### src/rtl/msi_pkg.sv
package msi_pkg;

  typedef enum logic [1:0] {
    LINE_INV = 2'd0,
    LINE_SHD = 2'd1,
    LINE_MOD = 2'd2
  } line_state_e;

  typedef enum logic [1:0] {
    CMD_NONE  = 2'd0,
    CMD_RD    = 2'd1,
    CMD_RDX   = 2'd2,
    CMD_FLUSH = 2'd3
  } bus_cmd_e;

  typedef enum logic [1:0] {
    CT_IDLE  = 2'd0,
    CT_EVICT = 2'd1,
    CT_FILL  = 2'd2
  } ctrl_state_e;

  // strobes from control to the line store
  typedef struct packed {
    logic        snpApply;
    line_state_e snpNext;
    logic        cpuWrite;
    logic        fillWrite;
    logic        fillMod;
    logic        evict;
  } line_strobe_t;

endpackage

### src/rtl/msi_line_store.sv
module msi_line_store
  import msi_pkg::*;
#(
  parameter int ADDR_W = 8,
  parameter int DATA_W = 16,
  parameter int LINES  = 4
) (
  input  logic                          clk,
  input  logic                          rstN,
  input  line_strobe_t                  strb,
  input  logic [$clog2(LINES)-1:0]      cpuIdx,
  input  logic [ADDR_W-$clog2(LINES)-1:0] cpuTag,
  input  logic [DATA_W-1:0]             cpuWdata,
  input  logic [DATA_W-1:0]             busRdata,
  input  logic [$clog2(LINES)-1:0]      snpIdx,
  output line_state_e                   cpuState,
  output logic [ADDR_W-$clog2(LINES)-1:0] cpuLineTag,
  output logic [DATA_W-1:0]             cpuLineData,
  output line_state_e                   snpState,
  output logic [ADDR_W-$clog2(LINES)-1:0] snpLineTag,
  output logic [DATA_W-1:0]             snpLineData
);

  localparam int IDX_W = $clog2(LINES);
  localparam int TAG_W = ADDR_W - IDX_W;

  line_state_e       lineState [LINES];
  logic [TAG_W-1:0]  lineTag   [LINES];
  logic [DATA_W-1:0] lineData  [LINES];

  // state: fill wins over eviction, eviction over snoop (never coincide on one index)
  always_ff @(posedge clk or negedge rstN) begin
    if (!rstN) begin
      for (int i = 0; i < LINES; i++) lineState[i] <= LINE_INV;
    end else begin
      for (int i = 0; i < LINES; i++) begin
        if (strb.fillWrite && cpuIdx == IDX_W'(i))
          lineState[i] <= strb.fillMod ? LINE_MOD : LINE_SHD;
        else if (strb.evict && cpuIdx == IDX_W'(i))
          lineState[i] <= LINE_INV;
        else if (strb.snpApply && snpIdx == IDX_W'(i))
          lineState[i] <= strb.snpNext;
      end
    end
  end

  always_ff @(posedge clk) begin
    for (int i = 0; i < LINES; i++) begin
      if (strb.fillWrite && cpuIdx == IDX_W'(i)) begin
        lineTag[i]  <= cpuTag;
        lineData[i] <= strb.fillMod ? cpuWdata : busRdata;
      end else if (strb.cpuWrite && cpuIdx == IDX_W'(i)) begin
        lineData[i] <= cpuWdata;
      end
    end
  end

  assign cpuState    = lineState[cpuIdx];
  assign cpuLineTag  = lineTag[cpuIdx];
  assign cpuLineData = lineData[cpuIdx];
  assign snpState    = lineState[snpIdx];
  assign snpLineTag  = lineTag[snpIdx];
  assign snpLineData = lineData[snpIdx];

endmodule

### src/rtl/msi_ctrl.sv
module msi_ctrl
  import msi_pkg::*;
#(
  parameter int ADDR_W = 8,
  parameter int LINES  = 4
) (
  input  logic                            clk,
  input  logic                            rstN,
  input  logic                            cpuValid,
  input  logic                            cpuWrite,
  input  logic [$clog2(LINES)-1:0]        cpuIdx,
  input  logic [ADDR_W-$clog2(LINES)-1:0] cpuTag,
  input  line_state_e                     cpuState,
  input  logic [ADDR_W-$clog2(LINES)-1:0] cpuLineTag,
  input  logic                            snoopValid,
  input  bus_cmd_e                        snoopCmd,
  input  logic [$clog2(LINES)-1:0]        snoopIdx,
  input  logic [ADDR_W-$clog2(LINES)-1:0] snoopTag,
  input  line_state_e                     snpState,
  input  logic [ADDR_W-$clog2(LINES)-1:0] snpLineTag,
  input  logic                            busGnt,
  output line_strobe_t                    strb,
  output logic                            cpuReady,
  output logic                            busReq,
  output bus_cmd_e                        busCmd,
  output logic                            victimSel,
  output logic                            rdFromBus,
  output logic                            snoopFlush
);

  ctrl_state_e ctSt, ctNext;
  logic cpuHit, snpHit, sameIdx;

  assign cpuHit  = (cpuState != LINE_INV) && (cpuLineTag == cpuTag);
  assign snpHit  = snoopValid && (snpState != LINE_INV) && (snpLineTag == snoopTag);
  assign sameIdx = snoopValid && (snoopIdx == cpuIdx);

  // snoop reaction
  always_comb begin
    snoopFlush = 1'b0;
    strb.snpApply = 1'b0;
    strb.snpNext  = LINE_INV;
    if (snpHit) begin
      unique case (snoopCmd)
        CMD_RD: begin
          if (snpState == LINE_MOD) begin
            snoopFlush    = 1'b1;
            strb.snpApply = 1'b1;
            strb.snpNext  = LINE_SHD;
          end
        end
        CMD_RDX: begin
          snoopFlush    = (snpState == LINE_MOD);
          strb.snpApply = 1'b1;
          strb.snpNext  = LINE_INV;
        end
        default: ;
      endcase
    end
  end

  // processor side sequencing
  always_comb begin
    ctNext         = ctSt;
    cpuReady       = 1'b0;
    busReq         = 1'b0;
    busCmd         = CMD_NONE;
    victimSel      = 1'b0;
    rdFromBus      = 1'b0;
    strb.cpuWrite  = 1'b0;
    strb.fillWrite = 1'b0;
    strb.fillMod   = 1'b0;
    strb.evict     = 1'b0;
    unique case (ctSt)
      CT_IDLE: begin
        if (cpuValid && !sameIdx) begin
          if (cpuHit && (!cpuWrite || cpuState == LINE_MOD)) begin
            cpuReady      = 1'b1;
            strb.cpuWrite = cpuWrite;
          end else if (cpuHit) begin
            ctNext = CT_FILL;
          end else if (cpuState == LINE_MOD) begin
            ctNext = CT_EVICT;
          end else begin
            ctNext = CT_FILL;
          end
        end
      end
      CT_EVICT: begin
        ctNext = CT_FILL;
        if (cpuState == LINE_MOD) begin
          busReq    = 1'b1;
          busCmd    = CMD_FLUSH;
          victimSel = 1'b1;
          if (busGnt) strb.evict = 1'b1;
          else        ctNext     = CT_EVICT;
        end
      end
      CT_FILL: begin
        busReq = 1'b1;
        busCmd = cpuWrite ? CMD_RDX : CMD_RD;
        if (busGnt) begin
          strb.fillWrite = 1'b1;
          strb.fillMod   = cpuWrite;
          cpuReady       = 1'b1;
          rdFromBus      = 1'b1;
          ctNext         = CT_IDLE;
        end
      end
      default: ctNext = CT_IDLE;
    endcase
  end

  always_ff @(posedge clk or negedge rstN) begin
    if (!rstN) ctSt <= CT_IDLE;
    else       ctSt <= ctNext;
  end

endmodule

### src/rtl/msi_snoop_cache.sv
module msi_snoop_cache
  import msi_pkg::*;
#(
  parameter int ADDR_W = 8,
  parameter int DATA_W = 16,
  parameter int LINES  = 4
) (
  input  logic              clk,
  input  logic              rstN,
  input  logic              cpuValid,
  input  logic              cpuWrite,
  input  logic [ADDR_W-1:0] cpuAddr,
  input  logic [DATA_W-1:0] cpuWdata,
  output logic              cpuReady,
  output logic [DATA_W-1:0] cpuRdata,
  output logic              busReq,
  output logic [1:0]        busCmd,
  output logic [ADDR_W-1:0] busAddr,
  output logic [DATA_W-1:0] busWdata,
  input  logic              busGnt,
  input  logic [DATA_W-1:0] busRdata,
  input  logic              snoopValid,
  input  logic [1:0]        snoopCmd,
  input  logic [ADDR_W-1:0] snoopAddr,
  output logic              snoopFlush,
  output logic [DATA_W-1:0] snoopData
);

  localparam int IDX_W = $clog2(LINES);
  localparam int TAG_W = ADDR_W - IDX_W;

  line_strobe_t      strb;
  line_state_e       cpuState, snpState;
  logic [TAG_W-1:0]  cpuLineTag, snpLineTag;
  logic [DATA_W-1:0] cpuLineData, snpLineData;
  logic [IDX_W-1:0]  cpuIdx, snoopIdx;
  logic [TAG_W-1:0]  cpuTag, snoopTag;
  logic              victimSel, rdFromBus;
  bus_cmd_e          ctBusCmd;

  assign cpuIdx   = cpuAddr[IDX_W-1:0];
  assign cpuTag   = cpuAddr[ADDR_W-1:IDX_W];
  assign snoopIdx = snoopAddr[IDX_W-1:0];
  assign snoopTag = snoopAddr[ADDR_W-1:IDX_W];

  msi_ctrl #(.ADDR_W(ADDR_W), .LINES(LINES)) ctrl_i (
    .clk        (clk),
    .rstN       (rstN),
    .cpuValid   (cpuValid),
    .cpuWrite   (cpuWrite),
    .cpuIdx     (cpuIdx),
    .cpuTag     (cpuTag),
    .cpuState   (cpuState),
    .cpuLineTag (cpuLineTag),
    .snoopValid (snoopValid),
    .snoopCmd   (bus_cmd_e'(snoopCmd)),
    .snoopIdx   (snoopIdx),
    .snoopTag   (snoopTag),
    .snpState   (snpState),
    .snpLineTag (snpLineTag),
    .busGnt     (busGnt),
    .strb       (strb),
    .cpuReady   (cpuReady),
    .busReq     (busReq),
    .busCmd     (ctBusCmd),
    .victimSel  (victimSel),
    .rdFromBus  (rdFromBus),
    .snoopFlush (snoopFlush)
  );

  msi_line_store #(.ADDR_W(ADDR_W), .DATA_W(DATA_W), .LINES(LINES)) store_i (
    .clk         (clk),
    .rstN        (rstN),
    .strb        (strb),
    .cpuIdx      (cpuIdx),
    .cpuTag      (cpuTag),
    .cpuWdata    (cpuWdata),
    .busRdata    (busRdata),
    .snpIdx      (snoopIdx),
    .cpuState    (cpuState),
    .cpuLineTag  (cpuLineTag),
    .cpuLineData (cpuLineData),
    .snpState    (snpState),
    .snpLineTag  (snpLineTag),
    .snpLineData (snpLineData)
  );

  assign busCmd    = ctBusCmd;
  assign busAddr   = victimSel ? {cpuLineTag, cpuIdx} : cpuAddr;
  assign busWdata  = cpuLineData;
  assign cpuRdata  = rdFromBus ? busRdata : cpuLineData;
  assign snoopData = snpLineData;

endmodule

### config.mk
export PLATFORM = sky130hd
export DESIGN_NAME = msi_snoop_cache
export DESIGN_NICKNAME = d
export VERILOG_FILES = /design/src/rtl/msi_pkg.sv /design/src/rtl/msi_line_store.sv /design/src/rtl/msi_ctrl.sv /design/src/rtl/msi_snoop_cache.sv
export SDC_FILE = /design/constraint.sdc
export NUM_CORES = 1
export LEC_CHECK = 0
export BUFFER_PORTS_ARGS = -buffer_cell sky130_fd_sc_hd__buf_4
export CORE_ASPECT_RATIO = 1.2
export CORE_UTILIZATION = 60
export DETAILED_ROUTE_END_ITERATION = 10
export PLACE_DENSITY = 0.85
export SETUP_SLACK_MARGIN = 0.3
export SYNTH_ARGS = -nofsm -noshare
export SYNTH_HDL_FRONTEND = slang
export SYNTH_SLANG_ARGS = --single-unit
### constraint.sdc
create_clock -name clk -period 9.8 [get_ports clk]
set_input_delay 1.96 -clock clk [delete_from_list [all_inputs] [get_ports clk]]
set_output_delay 1.96 -clock clk [all_outputs]
set_load 0.05 [all_outputs]
; Word level (Yosys, flattened, before mapping)
; Memories as Yosys holds them, arrays and structs flattened.
; Index checks and enable logic that the tools add are counted.
[classes]
addsub = 0
mul = 0
div_mod_pow = 0
order_cmp = 2
eq_ne = 18
shifts = 0
muxes = 96
bitwise = 6
n_reduce_logical = 41
[op_table]
columns = op, count
row1 = $mux W16, 9
row2 = $mux W2, 34
row3 = $reduce_or A16 Y1, 3
row4 = $mux W1, 39
row5 = $logic_and A1 B1 Y1, 22
row6 = $mux W6, 3
row7 = $reduce_or A6 Y1, 3
row8 = $eq A2 B2 Y1 const B, 8
row9 = $eq A6 B6 Y1, 2
row10 = $reduce_bool A3 Y1, 4
row11 = $bmux W2 S2, 2
row12 = $eq A2 B1 Y1 const B, 4
row13 = $mux W8, 1
row14 = $ge A3 B3 Y1 const B, 2
row15 = $logic_not A2 Y1, 3
row16 = $mux W3, 2
row17 = $not A2 Y3, 2
row18 = $pmux W1 S2, 3
row19 = $pmux W2 S3, 1
row20 = $pmux W3 S2, 1
row21 = $ne A2 B2 Y1 const B, 2
row22 = $or A1 B1 Y1, 4
row23 = $pmux W2 S2, 1
row24 = $reduce_bool A2 Y1, 2
row25 = 5 further kinds, 6
[word_totals]
regBits = 10
latchBits = 0
ramBits = 88
rom_bits = 0
input_bits = 56
out_inout_bits = 61
wordCells = 170
memories = 2
[mem_list]
columns = memory, depth, width, read_ports, rd_clocked_by_memory_dff, write_ports, line_no
row1 = store_i.lineData, 4, 16, 2, 0, 1, msi_line_store.sv:29  ; logic [DATA_W-1:0] lineData [LINES];
row2 = store_i.lineTag, 4, 6, 2, 0, 1, msi_line_store.sv:28  ; logic [TAG_W-1:0] lineTag [LINES];

; Logic depth before layout (Yosys ltp)
[logic_depth]
word_depth = 19
depth_mapped = 9
depth_no_buf = 7

; Cells and area by module
; From an unflattened synthesis, not the netlist that was laid out.
[unflattened]
hier_cells = 386
area_unflattened_um2 = 6127.1
[by_module_without_submodules]
columns = module, instances, cells_each, area_each_um2, seq_area_each_um2
row1 = msi_line_store, 1, 291, 5257.5, 2842.7
row2 = msi_ctrl, 1, 68, 533.0, 50.0
row3 = msi_snoop_cache, 1, 27, 336.6, 0.0

; Worst setup path before layout
; OpenSTA, ideal clock, no wires.
[synth_timing]
kind = input-to-output
start = in cpuAddr[0]
end = out cpuReady
t_arrival_ns = 4.631
required_ns = 7.840
setup_slack_ns = 3.209
cell_stages = 7
path_buffers = 1
path_cell_list = buf_6 -> mux4_1 -> xnor2_1 -> nand4_1 -> nor3_4 -> nand3_1 -> o21ai_0
[synth_via]
elab_chain_cells = 10
word_cells_on_any_way = 18
classes_between = eq/ne: 3 / mux: 6 / bitwise: 1 / reduce/logical: 7 / memory: 1
[synth_lines]
columns = element, line_no
row1 = start: declaration, msi_snoop_cache.sv:12  ; input logic [ADDR_W-1:0] cpuAddr,
row2 = $not A2 Y3 (implied by the code), msi_line_store.sv:58  ; assign cpuState = lineState[cpuIdx];
row3 = $bmux W2 S2, msi_line_store.sv:58
row4 = $mux W2 (implied by the code) (2 in a row), msi_line_store.sv:58
row5 = $eq A2 B2 Y1 / $reduce_bool A2 Y1 (equally long branches), "msi_ctrl.sv:77, msi_ctrl.sv:34"
row6 = $logic_or A1 B1 Y1 / $logic_and A1 B1 Y1 (equally long branches), "msi_ctrl.sv:77, msi_ctrl.sv:34"
row7 = $logic_and A1 B1 Y1, msi_ctrl.sv:77  ; if (cpuHit && (!cpuWrite || cpuState == LINE_MOD)) begin
row8 = $mux W1, msi_ctrl.sv:77
row9 = $mux W1 (*), msi_ctrl.sv:76  ; if (cpuValid && !sameIdx) begin
row10 = $pmux W1 S2 (*), msi_ctrl.sv:74  ; unique case (ctSt)
row11 = end: declaration, msi_snoop_cache.sv:14  ; output logic cpuReady,
; Mark *: on every way between the ends. The rest lies on a longest branch, timed or not. The select of a mux whose other input is x is not followed.

; Worst setup path after layout
; Same ends and word-level chain as after synthesis.

==> impl_results.md <==
- Remaining DRCs: 0
- Power density cells: 201 nW/µm²
- Cell Chain, Critical Path: buf_4 > mux4_1 > xnor2_1 > nand4_1 > nor3_4 > nand3_1 > o21ai_0 > buf_4
- Synthesized instance count: 394
- Synthesized area: 6220 µm²
- Status: complete, no violations
- IO buf count: 116
- FP Rows: 40
- Drt total wl: 14200 µm
- Total GRT Usage: 28.2%
- Mean Syn Cell Area: 15.8 µm²
- Nets: 557
- Fillers: 651
- Critical path class: input pin to output port
- Hold crit path type: flop to flop
- Fin crit period: 6470 ps
- Most common cell on crit path: buf_4
- Hold WS: 548 ps
- Die area: 10800 µm²
- Most common cell after layout, fill and taps aside: buf_4
- Clock transition at path regs: 60 ps
- CP max FO: 35
- Most frequent cells in the layout: buf_4, edfxtp_1, mux2_2
- Final count of hold timing violations: 0
- Top Family by Delay on Critical Path: simple AND/OR/NAND/NOR gates
- Sequential cell area: 2890 µm²
- Layout Cells excl Fill: 627
- Antenna cell count: 0
- Clock Skews: 9.76 ps
- Yosys warns: 0
- Fin. max-slew vios: 0
- Slowest CP cell: mux4_1
- Clock Sinks: 98
- Ys async rst share: 10.2%
- Fmax: 0.154 GHz
- Slew headroom: 24.6%
- RSZ-0062 raised after global routing: false
- Placed cell area: 7110 µm²
- Core Area: 10100 µm²
- Crit path largest cell delay: 680 ps
- Crit. End Element: output port
- Worst Path Required: 7840 ps
- Final setup viols: 0
- Design Area, Final: 7420 µm²
- H-tree depth: 3
- Final critical-path share of the clock period: 66.1%
- Number of clock buffers inserted by TritonCTS: 9
- Total power: 0.00149 W
- First-pass GRT wire length: 21800 µm
- Post-synth EDFFs: 88
- Skew-Pair Late Insertion Delay: 350 ps
- Die height: 114 µm
- Die X: 95.0 µm
- Root buffer cell: clkbuf_16
- Startpoint Class: input pin
- Post-CTS Setup Bufs: 0
- Peak supply drop: 0.000128 V
- Starting Density: 61.9%
- Proportion of layout cells with a drive suffix above 1: 55.5%
- #FFs+latches synth: 98
- Post-CTS Hold Buffers: 0
- Vias after detailed routing: 4006
- Top FF cell, synth: edfxtp_1
- Sequential element share of the synthesized area: 46.5%
- Final setup TNS: 0 ps
- Initial DRC Count: 251
- Post-CTS Resized: 0
- CTS Buffer Depth: 2
- Vias/cell: 6.39
- Worst slew pin tran: 1130 ps
- Layout area overhead: 19.2%
- Leakage: 2.88 nW
- I/O pin count: 117
- Initial antenna violation count: 0
- CTS tree: built
- Placer Congestion: 0.821
- Final ANT Viol Nets: 0
- WP data arrival: 4510 ps
- Vias in the first global route: 4052
- Max cap viols: 0
- Drt pass-1 iters: 4
- Wire per inst: 22.7 µm
- DP HPWL: 9540 µm
- Footprint of the multi-input gates: 3150 µm²
- Overflow after GRT: 0
- Syn Nets: 455
- Inst Count DP: 611
- Buf/Inv on CP: 2
- Largest net degree at the start of global routing: 36
- Post-synth cell types: 53
[Yosys cell counts (2+ instances only)]
master,n,area share [%]
a2bb2oi_1,3,0.42
nand3b_1,2,0.24
mux2_4,40,9.7
dfrtp_1,10,4.0
xnor2_1,11,1.5
o21ai_0,5,0.40
nand2b_1,6,0.60
o31ai_1,3,0.36
a21boi_0,3,0.36
a41oi_4,4,1.8
buf_2,2,0.16
nand2_1,16,0.97
and3_2,2,0.24
clkbuf_8,2,0.44
nor2_2,2,0.20
and2b_2,2,0.28
mux2_2,46,8.3
edfxtp_1,88,42
inv_1,7,0.42
nor3_1,9,0.72
nor2_1,11,0.66
ha_1,5,1.0
buf_6,5,0.90
buf_1,5,0.30
xor2_1,9,1.3
o22ai_1,3,0.30
mux4_1,5,2.1
buf_4,2,0.24
nand3_1,8,0.64
mux2i_1,4,0.64
clkbuf_1,10,0.60
mux4_2,41,15
a21oi_1,3,0.24
[cell type report]
type / instances / share of cell area (%)
clock buffers: 11 / 3.14
clock inverters: 5 / 1.06
inverters: 7 / 0.354
multi-input cells: 263 / 42.5
flip-flops and latches: 98 / 39.0
well taps: 126 / 2.13
repair buffers: 117 / 11.8
[state kept, by name (all words and copies together), names as in the netlist]
name and cells:
ctrl_i.ctSt 2, store_i.lineData 64, store_i.lineState 8, store_i.lineTag 24
[where the power goes]
part	total [W]	leakage, nW	internal, W	switching, W
Sequential	0.000535	0.919	0.000510	0.0000248
Clock	0.000369	0.153	0.000223	0.000146
Combinational	0.000587	1.81	0.000239	0.000348
[metal layers]
layer	share of wire, %	GRT usage [%]	vias to the layer above
met4	2.6	13.1	0
met2	54	47.9	154
met1	39	36.1	2038
met5	0	0	-
met3	4.8	3.13	26
li1	-	-	1788
[logic make-up after synthesis]
family / synth area share, %
mux: 35.6
flops: 46.5
simple gates: 6.15
buf+inv: 3.08
compound gates: 4.89
xor+xnor: 2.82
fa+ha+maj: 1.01
[per-stage QoR]
step / utilization, % / worst slack, ps
global placement: 70.6 / 3310
CTS: 73.7 / 3280
floorplan: - / 3210
detailed placement: 70.6 / 3280
finish: 73.7 / 3330
global route: 73.7 / 3070
[path summary, 6_finish.rpt]
path	from	to	slack (ps)	cells after the start
min in group asynchronous	rstN	store_i.lineState[6]$_DFFE_PN0P_	1430	1
worst min-delay path	ctrl_i.ctSt[0]$_DFFE_PN0P_	ctrl_i.ctSt[0]$_DFFE_PN0P_	550	1
max in group asynchronous	rstN	ctrl_i.ctSt[0]$_DFFE_PN0P_	8220	1
worst max register to register	store_i.lineTag[1][0]$_DFFE_PP_	store_i.lineData[2][12]$_DFFE_PP_	6210	6
worst max-delay path	cpuAddr[0]	cpuReady	3330	8
worst min register to register	ctrl_i.ctSt[0]$_DFFE_PN0P_	ctrl_i.ctSt[0]$_DFFE_PN0P_	550	1
Power figures use the tool's default switching activity.
